===== config.mk =====
export PLATFORM = sky130hd
export DESIGN_NAME = csa_quad_adder
export DESIGN_NICKNAME = d
export VERILOG_FILES = /design/src/rtl/csa_pkg.sv /design/src/rtl/csa_fa_cell.sv /design/src/rtl/csa_row.sv /design/src/rtl/csa_cpa.sv /design/src/rtl/csa_quad_adder.sv
export SDC_FILE = /design/constraint.sdc
export NUM_CORES = 1
export LEC_CHECK = 0
export ABC_AREA = 0
export BUFFER_PORTS_ARGS = -buffer_cell sky130_fd_sc_hd__buf_2
export CORE_MARGIN = 4
export CORE_UTILIZATION = 44
export DETAILED_ROUTE_END_ITERATION = 16
export PLACE_DENSITY = 0.85
export SETUP_SLACK_MARGIN = 0.02
export SLEW_MARGIN = 20
export SYNTH_ARGS = -nofsm -noshare
export SYNTH_HDL_FRONTEND = slang
export SYNTH_HIERARCHICAL = 1
export SYNTH_SLANG_ARGS = --single-unit

===== constraint.sdc =====
create_clock -name vclk -period 6.4
set_clock_uncertainty 0.15 [all_clocks]
set_input_delay 0 -clock vclk [all_inputs]
set_output_delay 0 -clock vclk [all_outputs]
set_load 0.01 [all_outputs]

===== src/rtl/csa_pkg.sv =====
package csa_pkg;

  // Single-column 3:2 compression: sum bit
  function automatic logic fa_sum(input logic a, input logic b, input logic c);
    return a ^ b ^ c;
  endfunction

  // Single-column 3:2 compression: carry bit (majority)
  function automatic logic fa_carry(input logic a, input logic b, input logic c);
    return (a & b) | (b & c) | (a & c);
  endfunction

endpackage


===== src/rtl/csa_fa_cell.sv =====
module csa_fa_cell
  import csa_pkg::*;
(
  input  logic bit_a,
  input  logic bit_b,
  input  logic bit_c,
  output logic bit_s,
  output logic bit_co
);
  assign bit_s  = fa_sum(bit_a, bit_b, bit_c);
  assign bit_co = fa_carry(bit_a, bit_b, bit_c);

  // two-bit count of the ones among the three inputs
  always_comb begin
    a_r2_cell_count: assert ({1'b0, bit_a} + {1'b0, bit_b} + {1'b0, bit_c}
                             == {bit_co, bit_s})
      else $error("R2 cell count mismatch");
  end
endmodule


===== src/rtl/csa_row.sv =====
module csa_row #(
  parameter int X = 6
) (
  input  logic [X-1:0] in0,
  input  logic [X-1:0] in1,
  input  logic [X-1:0] in2,
  output logic [X-1:0] sum_v,
  output logic [X-1:0] carry_v
);
  localparam int CW = X + 2;

  // One independent cell per column, with no link between columns
  for (genvar i = 0; i < X; i++) begin : g_col
    csa_fa_cell u_cell (
      .bit_a (in0[i]),
      .bit_b (in1[i]),
      .bit_c (in2[i]),
      .bit_s (sum_v[i]),
      .bit_co(carry_v[i])
    );
  end

  // row keeps the weighted total, with carry column i worth 2^(i+1)
  always_comb begin
    a_r4_row_balance: assert ({2'b00, in0} + {2'b00, in1} + {2'b00, in2}
                              == CW'({2'b00, sum_v}) + CW'({1'b0, carry_v, 1'b0}))
      else $error("R4 row weight mismatch");
  end
endmodule


===== src/rtl/csa_cpa.sv =====
module csa_cpa #(
  parameter int X = 6
) (
  input  logic [X-1:0] opa,
  input  logic [X-1:0] opb,
  output logic [X-1:0] res,
  output logic         cout
);
  logic [X:0] chain;

  assign chain[0] = 1'b0;

  for (genvar i = 0; i < X; i++) begin : g_rip
    csa_fa_cell u_cell (
      .bit_a (opa[i]),
      .bit_b (opb[i]),
      .bit_c (chain[i]),
      .bit_s (res[i]),
      .bit_co(chain[i+1])
    );
  end

  assign cout = chain[X];

  // the ripple chain yields the two-operand sum with a zero carry-in
  always_comb begin
    a_r6_cpa_sum: assert ({cout, res} == {1'b0, opa} + {1'b0, opb})
      else $error("R6 carry-propagate sum mismatch");
  end
endmodule


===== src/rtl/csa_quad_adder.sv =====
module csa_quad_adder #(
  parameter int W = 8
) (
  input  logic [W-1:0]   in_w,
  input  logic [W-1:0]   in_x,
  input  logic [W-1:0]   in_y,
  input  logic [W-1:0]   in_z,
  output logic [W+1:0]   total
);
  localparam int X = W + 2;

  // Zero-extended operands
  logic [X-1:0] ext_w, ext_x, ext_y, ext_z;
  assign ext_w = X'(in_w);
  assign ext_x = X'(in_x);
  assign ext_y = X'(in_y);
  assign ext_z = X'(in_z);

  // Named internal vectors
  logic [X-1:0] row1_sum, row1_carry, row1_carry_sh;
  logic [X-1:0] row2_sum, row2_carry, row2_carry_sh;
  logic         final_cout;

  // first row takes three operands
  csa_row #(.X(X)) u_row1 (
    .in0    (ext_w),
    .in1    (ext_x),
    .in2    (ext_y),
    .sum_v  (row1_sum),
    .carry_v(row1_carry)
  );

  // carry column i moves to column i+1
  assign row1_carry_sh = {row1_carry[X-2:0], 1'b0};

  // second row takes the first row's result and the fourth operand
  csa_row #(.X(X)) u_row2 (
    .in0    (row1_sum),
    .in1    (row1_carry_sh),
    .in2    (ext_z),
    .sum_v  (row2_sum),
    .carry_v(row2_carry)
  );

  assign row2_carry_sh = {row2_carry[X-2:0], 1'b0};

  // single carry-propagate adder
  csa_cpa #(.X(X)) u_cpa (
    .opa (row2_sum),
    .opb (row2_carry_sh),
    .res (total),
    .cout(final_cout)
  );

  // no weight is shifted out or carried past the top bit
  always_comb begin
    a_r5_row1_top: assert (row1_carry[X-1] == 1'b0)
      else $error("R5 row1 carry lost");
    a_r5_row2_top: assert (row2_carry[X-1] == 1'b0)
      else $error("R5 row2 carry lost");
    a_r5_cpa_cout: assert (final_cout == 1'b0)
      else $error("R5 final carry-out lost");
  end

  // end-to-end sum equals the operand total
  always_comb begin
    a_r1_total: assert (total == X'(ext_w) + X'(ext_x) + X'(ext_y) + X'(ext_z))
      else $error("R1 total mismatch");
  end
endmodule


# After elaboration in Yosys (flattened, before gate mapping)
# Index checks and enable logic that the tools add are counted.
[op_classes] n_bitwise=158
[ops] cell="$and 1x1->1" count=68
[ops] cell="$xor 1x1->1" count=46
[ops] cell="$or 1x1->1" count=44
[totals] regBits=0 out_inout_bits=10 elab_cells=158

# Logic depth before layout (Yosys ltp)
# Gate-level depths: netlist of run 1.
[depth] depth_word=27 ltp_mapped=12

# Hierarchy
# The synthesis of run 1 kept the hierarchy.
[by_module_without_submodules] module="csa_fa_cell" instances=30 cells_each=1 area_each_um2=20.0 seq_area_each_um2=0.0
[by_module_without_submodules] module="csa_cpa" instances=1 cells_each=1 area_each_um2=3.8 seq_area_each_um2=0.0
[by_module_without_submodules] module="csa_quad_adder" instances=1 cells_each=1 area_each_um2=3.8 seq_area_each_um2=0.0

# Worst setup path after synthesis of run 1
# No wires, ideal clock.
[synth_timing] path_type="input -> output" startpoint="in in_w[1]" endpoint="out total[9]" arrival_ns=4.586 required_time_ns=6.250 path_slack_ns=1.664 stages=11 cell_sequence="fa_1 > fa_1 > fa_1 > fa_1 > fa_1 > fa_1 > fa_1 > fa_1 > fa_1 > fa_1 > fa_1"
[synth_between] elab_chain_len=26
[synth_rtl] item="start, declared" line_no="csa_quad_adder.sv:4" source="input logic [W-1:0] in_w,"
[synth_rtl] item="$xor 1x1->1 (*) (4 in a row)" line_no="csa_pkg.sv:5" source="return a ^ b ^ c;"
[synth_rtl] item="named net row2_sum[1]" line_no="csa_quad_adder.sv:21" source="logic [X-1:0] row2_sum, row2_carry, row2_carry_sh;"
[synth_rtl] item="$and 1x1->1 (*)" line_no="csa_pkg.sv:10" source="return (a & b) | (b & c) | (a & c);"
[synth_rtl] item="named net u_cpa.chain[2]" line_no="csa_cpa.sv:9" source="logic [X:0] chain;"
[synth_rtl] item="$and 1x1->1" line_no="csa_pkg.sv:10"
[synth_rtl] item="$or 1x1->1" line_no="csa_pkg.sv:10"
[synth_rtl] item="$or 1x1->1 (*)" line_no="csa_pkg.sv:10"
[synth_rtl] item="named net u_cpa.chain[3]" line_no="csa_cpa.sv:9"
[synth_rtl] item="(+3 left out)"
[synth_rtl] item="named net u_cpa.chain[4]" line_no="csa_cpa.sv:9"
[synth_rtl] item="(+3 left out)"
[synth_rtl] item="named net u_cpa.chain[5]" line_no="csa_cpa.sv:9"
[synth_rtl] item="(+3 left out)"
[synth_rtl] item="named net u_cpa.chain[6]" line_no="csa_cpa.sv:9"
[synth_rtl] item="(+3 left out)"
[synth_rtl] item="named net u_cpa.chain[7]" line_no="csa_cpa.sv:9"
[synth_rtl] item="$and 1x1->1" line_no="csa_pkg.sv:10"
[synth_rtl] item="$or 1x1->1" line_no="csa_pkg.sv:10"
[synth_rtl] item="$or 1x1->1 (*)" line_no="csa_pkg.sv:10"
[synth_rtl] item="named net u_cpa.chain[8]" line_no="csa_cpa.sv:9"
[synth_rtl] item="$and 1x1->1" line_no="csa_pkg.sv:10"
[synth_rtl] item="$or 1x1->1" line_no="csa_pkg.sv:10"
[synth_rtl] item="$or 1x1->1 (*)" line_no="csa_pkg.sv:10"
[synth_rtl] item="end, declared" line_no="csa_quad_adder.sv:8" source="output logic [W+1:0] total"
# Mark *: on every way through the listed nets, which the timed path passes. The rest lies on a longest branch.

# Worst setup path after layout of run 1
[layout_timing] startpoint="in in_w[1]" endpoint="out total[9]"
[layout_between] elab_chain_len=26
[layout_rtl] item="$xor 1x1->1 (*) (2 in a row)" line_no="csa_pkg.sv:5"
[layout_rtl] item="named net row1_sum[1]" line_no="csa_quad_adder.sv:20" source="logic [X-1:0] row1_sum, row1_carry, row1_carry_sh;"
[layout_rtl] item="$xor 1x1->1 (*) (2 in a row)" line_no="csa_pkg.sv:5"
[layout_rtl] item="named net row2_sum[1]" line_no="csa_quad_adder.sv:21"
[layout_rtl] item="$and 1x1->1 (*)" line_no="csa_pkg.sv:10"
[layout_rtl] item="named net u_cpa.chain[2]" line_no="csa_cpa.sv:9"
[layout_rtl] item="$and 1x1->1" line_no="csa_pkg.sv:10"
[layout_rtl] item="$or 1x1->1" line_no="csa_pkg.sv:10"
[layout_rtl] item="(+1 left out)"
[layout_rtl] item="named net u_cpa.chain[3]" line_no="csa_cpa.sv:9"
[layout_rtl] item="(+3 left out)"
[layout_rtl] item="named net u_cpa.chain[4]" line_no="csa_cpa.sv:9"
[layout_rtl] item="(+3 left out)"
[layout_rtl] item="named net u_cpa.chain[5]" line_no="csa_cpa.sv:9"
[layout_rtl] item="(+3 left out)"
[layout_rtl] item="named net u_cpa.chain[6]" line_no="csa_cpa.sv:9"
[layout_rtl] item="(+3 left out)"
[layout_rtl] item="named net u_cpa.chain[7]" line_no="csa_cpa.sv:9"
[layout_rtl] item="$and 1x1->1" line_no="csa_pkg.sv:10"
[layout_rtl] item="$or 1x1->1" line_no="csa_pkg.sv:10"
[layout_rtl] item="$or 1x1->1 (*)" line_no="csa_pkg.sv:10"
[layout_rtl] item="named net u_cpa.chain[8]" line_no="csa_cpa.sv:9"
[layout_rtl] item="$and 1x1->1" line_no="csa_pkg.sv:10"
[layout_rtl] item="$or 1x1->1" line_no="csa_pkg.sv:10"
[layout_rtl] item="$or 1x1->1 (*)" line_no="csa_pkg.sv:10"
# Marked as above.

==> metrics.yaml, run 1 <==
timing:
  fin_crit_ns: 5.14
  fin_setup_tns_ns: 0
  setup_slack_ns: 1.26
  period_share_pct: 80.4
  hold_violations: 0
  max_freq_mhz: 194
  setup_viol: 0
  slew_viol_final: 0
  rsz0062_at_grt: "false"
  holdWs_ns: 0.384
global_routing:
  grtUsageTotal_pct: 13.9
  antenna_found_initial: 0
  grt_pass1_wl_mm: 2.04
  gr-total-overflow: 0
  first_global_vias: 542
  grt_max_degree: 2
setup_path:
  worstPathMaxFanout: 1
  cp.required_ns: 6.25
  worstSetupPathType: "in2out"
  end_kind: "output port"
  setup.worst_path.start_class: "input pin"
  arrival_ns: 4.99
power:
  p_total_uw: 181
  p_leak_uw: 0.000435
  ir_worst_vdd_uv: 146
  cellPowerDensity_mw_per_mm2: 208
clock_network:
  hold_buffers: 0
  cts_resized: 0
  post_cts_buffers: 0
placed_design:
  gp_congestion: 0.647
  dp.cells: 98
  dp_slack_ns: 1.26
  place_hpwl_mm: 1.32
  port_buffers: 42
drt:
  postRouteAntennaNets: 0
  drtPass1Iterations: 2
  wire_per_inst_um: 13.2
  drt-initial-drc-count: 1
  drc_errors: 0
  dr_total_vias: 447
  routed_wl_mm: 1.29
  avgViaCountPerCell: 4.56
final_layout:
  regArea_um2: 0
  diodes: 0
  seq_cells: 0
  fin_cells: 98
  clkbuf_count: 0
  area_growth_pct: 43.2
  layout_common_cells: "42 x buf_2, 30 x fa_1, 11 x conb_1"
  final_common_cell: "buf_2"
  nets: 147
  drive_gt1_share_pct: 50.6
synthesis:
  avgSynthCellArea_um2: 19.0
  synth_area_um2: 608
  synth.distinct_cells: 2
  yosysSeqAreaShare_pct: 0
  syn_inst: 32
  ys_warn_count: 6
floorplan:
  die_x_um: 45.2
  die-area_mm2: 0.00204
  rows: 13
  initial_core_util_pct: 46.7
  core-area_mm2: 0.00130
  die_h_um: 45.2
  num_io_pins: 42
job:
  cap_violations: 0
status:
  status: "completed"
min_path:
  hold_path_class: "in2out"
[worst max-delay path, stage by stage]
cell	delay, ns
buf_2	0.11
fa_1	0.50
fa_1	0.54
fa_1	0.45
fa_1	0.39
fa_1	0.39
fa_1	0.39
fa_1	0.39
fa_1	0.40
fa_1	0.42
fa_1	0.39
fa_1	0.45
buf_2	0.15
[metrics by stage]
| stage | util, % | instance area, um^2 |
|---|---|---|
| 2_1_floorplan | - | 642 |
| 3_3_place_gp | 66.9 | 871 |
| 3_5_place_dp | 66.9 | 871 |
| 4_1_cts | 66.9 | 871 |
| 5_1_grt | 66.9 | 871 |
| 6_report | 66.9 | 871 |
[cells by family (layout without fill, tap and decap cells)]
logic type | Yosys count | in the layout | share of synthesized area (%)
adder cells (fa/ha/maj) | 30 | 30 | 98.8
buffers and inverters | 0 | 42 | 0
other | 2 | 11 | 1.24
[synthesized netlist by cell type]
library cell | number | area (um^2)
conb_1 | 2 | 7.51
fa_1 | 30 | 601
[layout make-up]
type,count,area (um^2)
fillers,107,430
multi-input cells,41,642
well taps,15,18.8
repair buffers,42,210
[where the power goes]
group / internal [uW] / switching, uW
Combinational: 84.6 / 96.4
Sequential: 0 / 0
Clock: 0 / 0
[layer usage]
layer  part of all wire, %  vias up  global-route usage [%]  wire, um
li1                      -      182                       -         -
met1                    27      238                    14.4       342
met2                    62       27                    30.5       799
met3                    11        0                    1.20       147
met4                     0        0                       0         0
met5                     0        -                       0         0
[path summary, 6_finish.rpt]
| check | from | endpoint | slack (ns) | depth (start not counted) |
|---|---|---|---|---|
| worst max-delay path | in_w[1] | total[9] | 1.26 | 13 |
| worst min-delay path | in_z[3] | total[4] | 0.38 | 4 |
Note: power is estimated with default switching activity, not from simulation.
==> run 2, diff against run 1 <==
clock period = 5.3 ns   (was 6.4 ns; I/O delays follow)
==> metrics.yaml, run 2 (synthesis gave the netlist of run 1 again) <==
final_layout:
  seq_cells: 0
  diodes: 0
  fin_util_pct: 66.9
  regArea_um2: 0
  nets: 147
  fillCellCount: 114
  drive_gt1_share_pct: 50.6
  finalInstanceArea_um2: 871
  multi_input_area_um2: 642
  layout_common_cells: "42 x buf_2, 30 x fa_1, 11 x conb_1"
  area_growth_pct: 43.2
  clkbuf_count: 0
  final_common_cell: "buf_2"
global_routing:
  grt_util_met3_pct: 1.99
  gr-usage-met1_pct: 14.1
  grtUsageTotal_pct: 14.0
  antenna_found_initial: 0
  grt_max_degree: 2
  met2_usage_pct: 30.5
  first_global_vias: 504
  gr-total-overflow: 0
  busiest_layer: "met2"
  grt_pass1_wl_mm: 2.01
drt:
  avgViaCountPerCell: 4.40
  postRouteAntennaNets: 0
  drt-initial-drc-count: 0
  drc_errors: 0
  dr_total_vias: 431
  routed_wl_mm: 1.21
  wire_per_inst_um: 12.4
  drtPass1Iterations: 1
power:
  power_switching_uw: 115
  p_seq_share_pct: 0
  p_clk_share_pct: 0
  combinationalPowerShare_pct: 100.0
  p_int_uw: 103
  cellPowerDensity_mw_per_mm2: 250
  p_leak_uw: 0.000435
  ir_worst_vdd_uv: 163
  swShare_pct: 52.7
setup_path:
  worstSetupPathType: "in2out"
  cp.required_ns: 5.15
  setup.worst_path.start_class: "input pin"
  arrival_ns: 4.93
  cp-startpoint: "in_w[1]"
  worstPathMaxFanout: 1
  endpoint: "total[9]"
  end_kind: "output port"
placed_design:
  placed_area_um2: 871
  place_hpwl_mm: 1.26
  gp_congestion: 0.624
  port_buffers: 42
floorplan:
  die_h_um: 45.2
  die-area_mm2: 0.00204
  rows: 13
  die_x_um: 45.2
  initial_core_util_pct: 46.7
  num_io_pins: 42
  core-area_mm2: 0.00130
timing:
  rsz0062_at_grt: "false"
  holdWs_ns: 0.390
  fin_setup_tns_ns: 0
  setup_viol: 0
  hold_violations: 0
  fin_crit_ns: 5.08
  period_share_pct: 95.8
  slew_viol_final: 0
  max_freq_mhz: 197
job:
  cap_violations: 0
clock_network:
  cts_resized: 0
  post_cts_buffers: 0
  hold_buffers: 0
status:
  status: "completed"
min_path:
  min_from: "in_z[3]"
  hold_path_class: "in2out"
==> run 2: cell counts in the layout (fill, tap and decap cells not counted) <==
Identical to the previous run, type by type.
==> run 2: worst max-delay path: stages <==
cell,delay (ns)
buf_2,0.11
fa_1,0.51
fa_1,0.53
fa_1,0.45
fa_1,0.38
fa_1,0.39
fa_1,0.39
fa_1,0.39
fa_1,0.40
fa_1,0.39
fa_1,0.39
fa_1,0.44
buf_2,0.15
==> run 2: metrics by stage <==
| stage | power, uW | instances | worst slack [ns] |
|---|---|---|---|
| 2_1_floorplan | 152 | 41 | 0.564 |
| 3_3_place_gp | 209 | 98 | 0.283 |
| 3_5_place_dp | 219 | 98 | 0.208 |
| 4_1_cts | 224 | 98 | 0.193 |
| 5_1_grt | 256 | 98 | 0.0515 |
| 6_report | 218 | 98 | 0.221 |
==> run 2: per-layer routing <==
layer  vias to the layer above  share of wire, %
met5                         -                 0
li1                        182                 -
met2                        27                63
met3                         0                13
met4                         0                 0
met1                       222                24
==> run 2: power by group through the flow <==
stage | Combinational (uW) | Sequential, uW | Clock [uW]
floorplan | 152 | 0 | 0
global placement | 209 | 0 | 0
detailed placement | 219 | 0 | 0
CTS | 224 | 0 | 0
global route | 256 | 0 | 0
finish | 218 | 0 | 0
==> run 2: worst min-delay path by stage <==
stage / endpoint / slack, ns / cells after the start
after global routing: total[0] / 0.43 / 4
final: total[4] / 0.39 / 4
after detailed placement: total[6] / 0.39 / 4
after CTS: total[4] / 0.40 / 4
after global placement: total[4] / 0.39 / 4
after floorplan: total[1] / 0.22 / 2
==> run 2: area by class of cell <==
class              count  area share, %
repair buffers        42           24.1
well taps             15           2.16
multi-input cells     41           73.7
==> run 3, diff against run 2 <==
MAX_ROUTING_LAYER = met4   (was not set)
==> metrics.yaml, run 3 (synthesis gave the netlist of run 1 again) <==
status:
  status: "completed"
global_routing:
  grt_pass1_wl_mm: 2.01
  first_global_vias: 504
  grtUsageTotal_pct: 14.4
  grt_max_degree: 2
  antenna_found_initial: 0
  gr-total-overflow: 0
setup_path:
  cp.required_ns: 5.15
  arrival_ns: 4.93
  cpMostUsedCell: "fa_1"
  max_stage_delay_ns: 0.53
  cp_cell_sequence: "buf_2, fa_1, fa_1, fa_1, fa_1, fa_1, fa_1, fa_1, fa_1, fa_1, fa_1, fa_1, buf_2"
  cp_slowest_cell: "fa_1"
  worstSetupPathType: "in2out"
  setup.worst_path.start_class: "input pin"
  worstPathMaxFanout: 1
  end_kind: "output port"
  crit_family: "adder cells"
  crit_buf_inv: 2
drt:
  drc_errors: 0
  drt-initial-drc-count: 0
  drt-met1-wl_um: 308
  dr_total_vias: 431
  top_layer_used: "met3"
  avgViaCountPerCell: 4.40
  dr_wl_met2_um: 762
  wire_per_inst_um: 12.4
  route.met3.wl_um: 144
  postRouteAntennaNets: 0
  routed_wl_mm: 1.21
  drtPass1Iterations: 1
power:
  ir_worst_vdd_uv: 163
  p_leak_uw: 0.000435
  cellPowerDensity_mw_per_mm2: 250
final_layout:
  layout_common_cells: "42 x buf_2, 30 x fa_1, 11 x conb_1"
  area_growth_pct: 43.2
  seq_cells: 0
  diodes: 0
  final_common_cell: "buf_2"
  clkbuf_count: 0
  nets: 147
  drive_gt1_share_pct: 50.6
  finalInstanceArea_um2: 871
  fillCellCount: 114
  regArea_um2: 0
timing:
  fin_setup_tns_ns: 0
  setup_viol: 0
  slew_viol_final: 0
  max_freq_mhz: 197
  period_share_pct: 95.8
  fin_crit_ns: 5.08
  rsz0062_at_grt: "false"
  hold_violations: 0
min_path:
  whs_endpoint: "total[4]"
  min_from: "in_z[3]"
  whs_path_depth: 4
  hold_path_class: "in2out"
clock_network:
  hold_buffers: 0
  cts_resized: 0
  post_cts_buffers: 0
placed_design:
  placed_area_um2: 871
  port_buffers: 42
  gp_congestion: 0.628
  place_hpwl_mm: 1.26
floorplan:
  die_x_um: 45.2
  die_h_um: 45.2
  core-area_mm2: 0.00130
  rows: 13
  num_io_pins: 42
  die-area_mm2: 0.00204
  initial_core_util_pct: 46.7
job:
  cap_violations: 0
-- run 3: cell counts in the layout (fill, tap and decap cells not counted) --
Identical to the previous run, type by type.
-- run 3: layout make-up --
type	count	area, um^2	area share (%)
Tap cell	15	18.8	2.16
Timing Repair Buffer	42	210	24.1
Multi-Input combinational cell	41	642	73.7
-- run 3: worst max path at each step --
stage	to	startpoint	depth (start not counted)	slack, ns
6_report	total[9]	in_w[1]	13	0.22
5_1_grt	total[9]	in_w[1]	13	0.05
4_1_cts	total[9]	in_w[1]	13	0.19
3_5_place_dp	total[9]	in_w[1]	13	0.21
3_3_place_gp	total[9]	in_w[1]	13	0.28
2_1_floorplan	total[9]	in_w[1]	11	0.56
-- run 3: through the flow --
| stage | hold WS (ns) | power [uW] | std cells | setup slack [ns] | utilization (%) |
|---|---|---|---|---|---|
| global placement | 0.386 | 209 | 98 | 0.283 | 66.9 |
| detailed placement | 0.394 | 219 | 98 | 0.208 | 66.9 |
| CTS | 0.400 | 224 | 98 | 0.193 | 66.9 |
| floorplan | 0.223 | 152 | 41 | 0.564 | - |
| global route | 0.426 | 256 | 98 | 0.0515 | 66.9 |
| finish | 0.390 | 218 | 98 | 0.221 | 66.9 |
-- run 3: power breakdown --
group | switching [uW] | internal [uW] | total, uW | leakage [uW]
clock network | 0 | 0 | 0 | 0
registers | 0 | 0 | 0 | 0
logic | 115 | 103 | 218 | 0.000435
total | 115 | 103 | 218 | 0.000435
-- run 3: metal layers --
metal  global-route usage, %  up-vias
li1                        -      182
met1                    15.1      222
met2                    30.5       27
met3                   0.398        0
met4                       0        0
met5                       -        -
-- run 3: worst min-delay path: cells and delay by family --
family / cells / cell delay [ns]
buffers and inverters: 2 / 0.21
adders and majority gates: 2 / 0.33
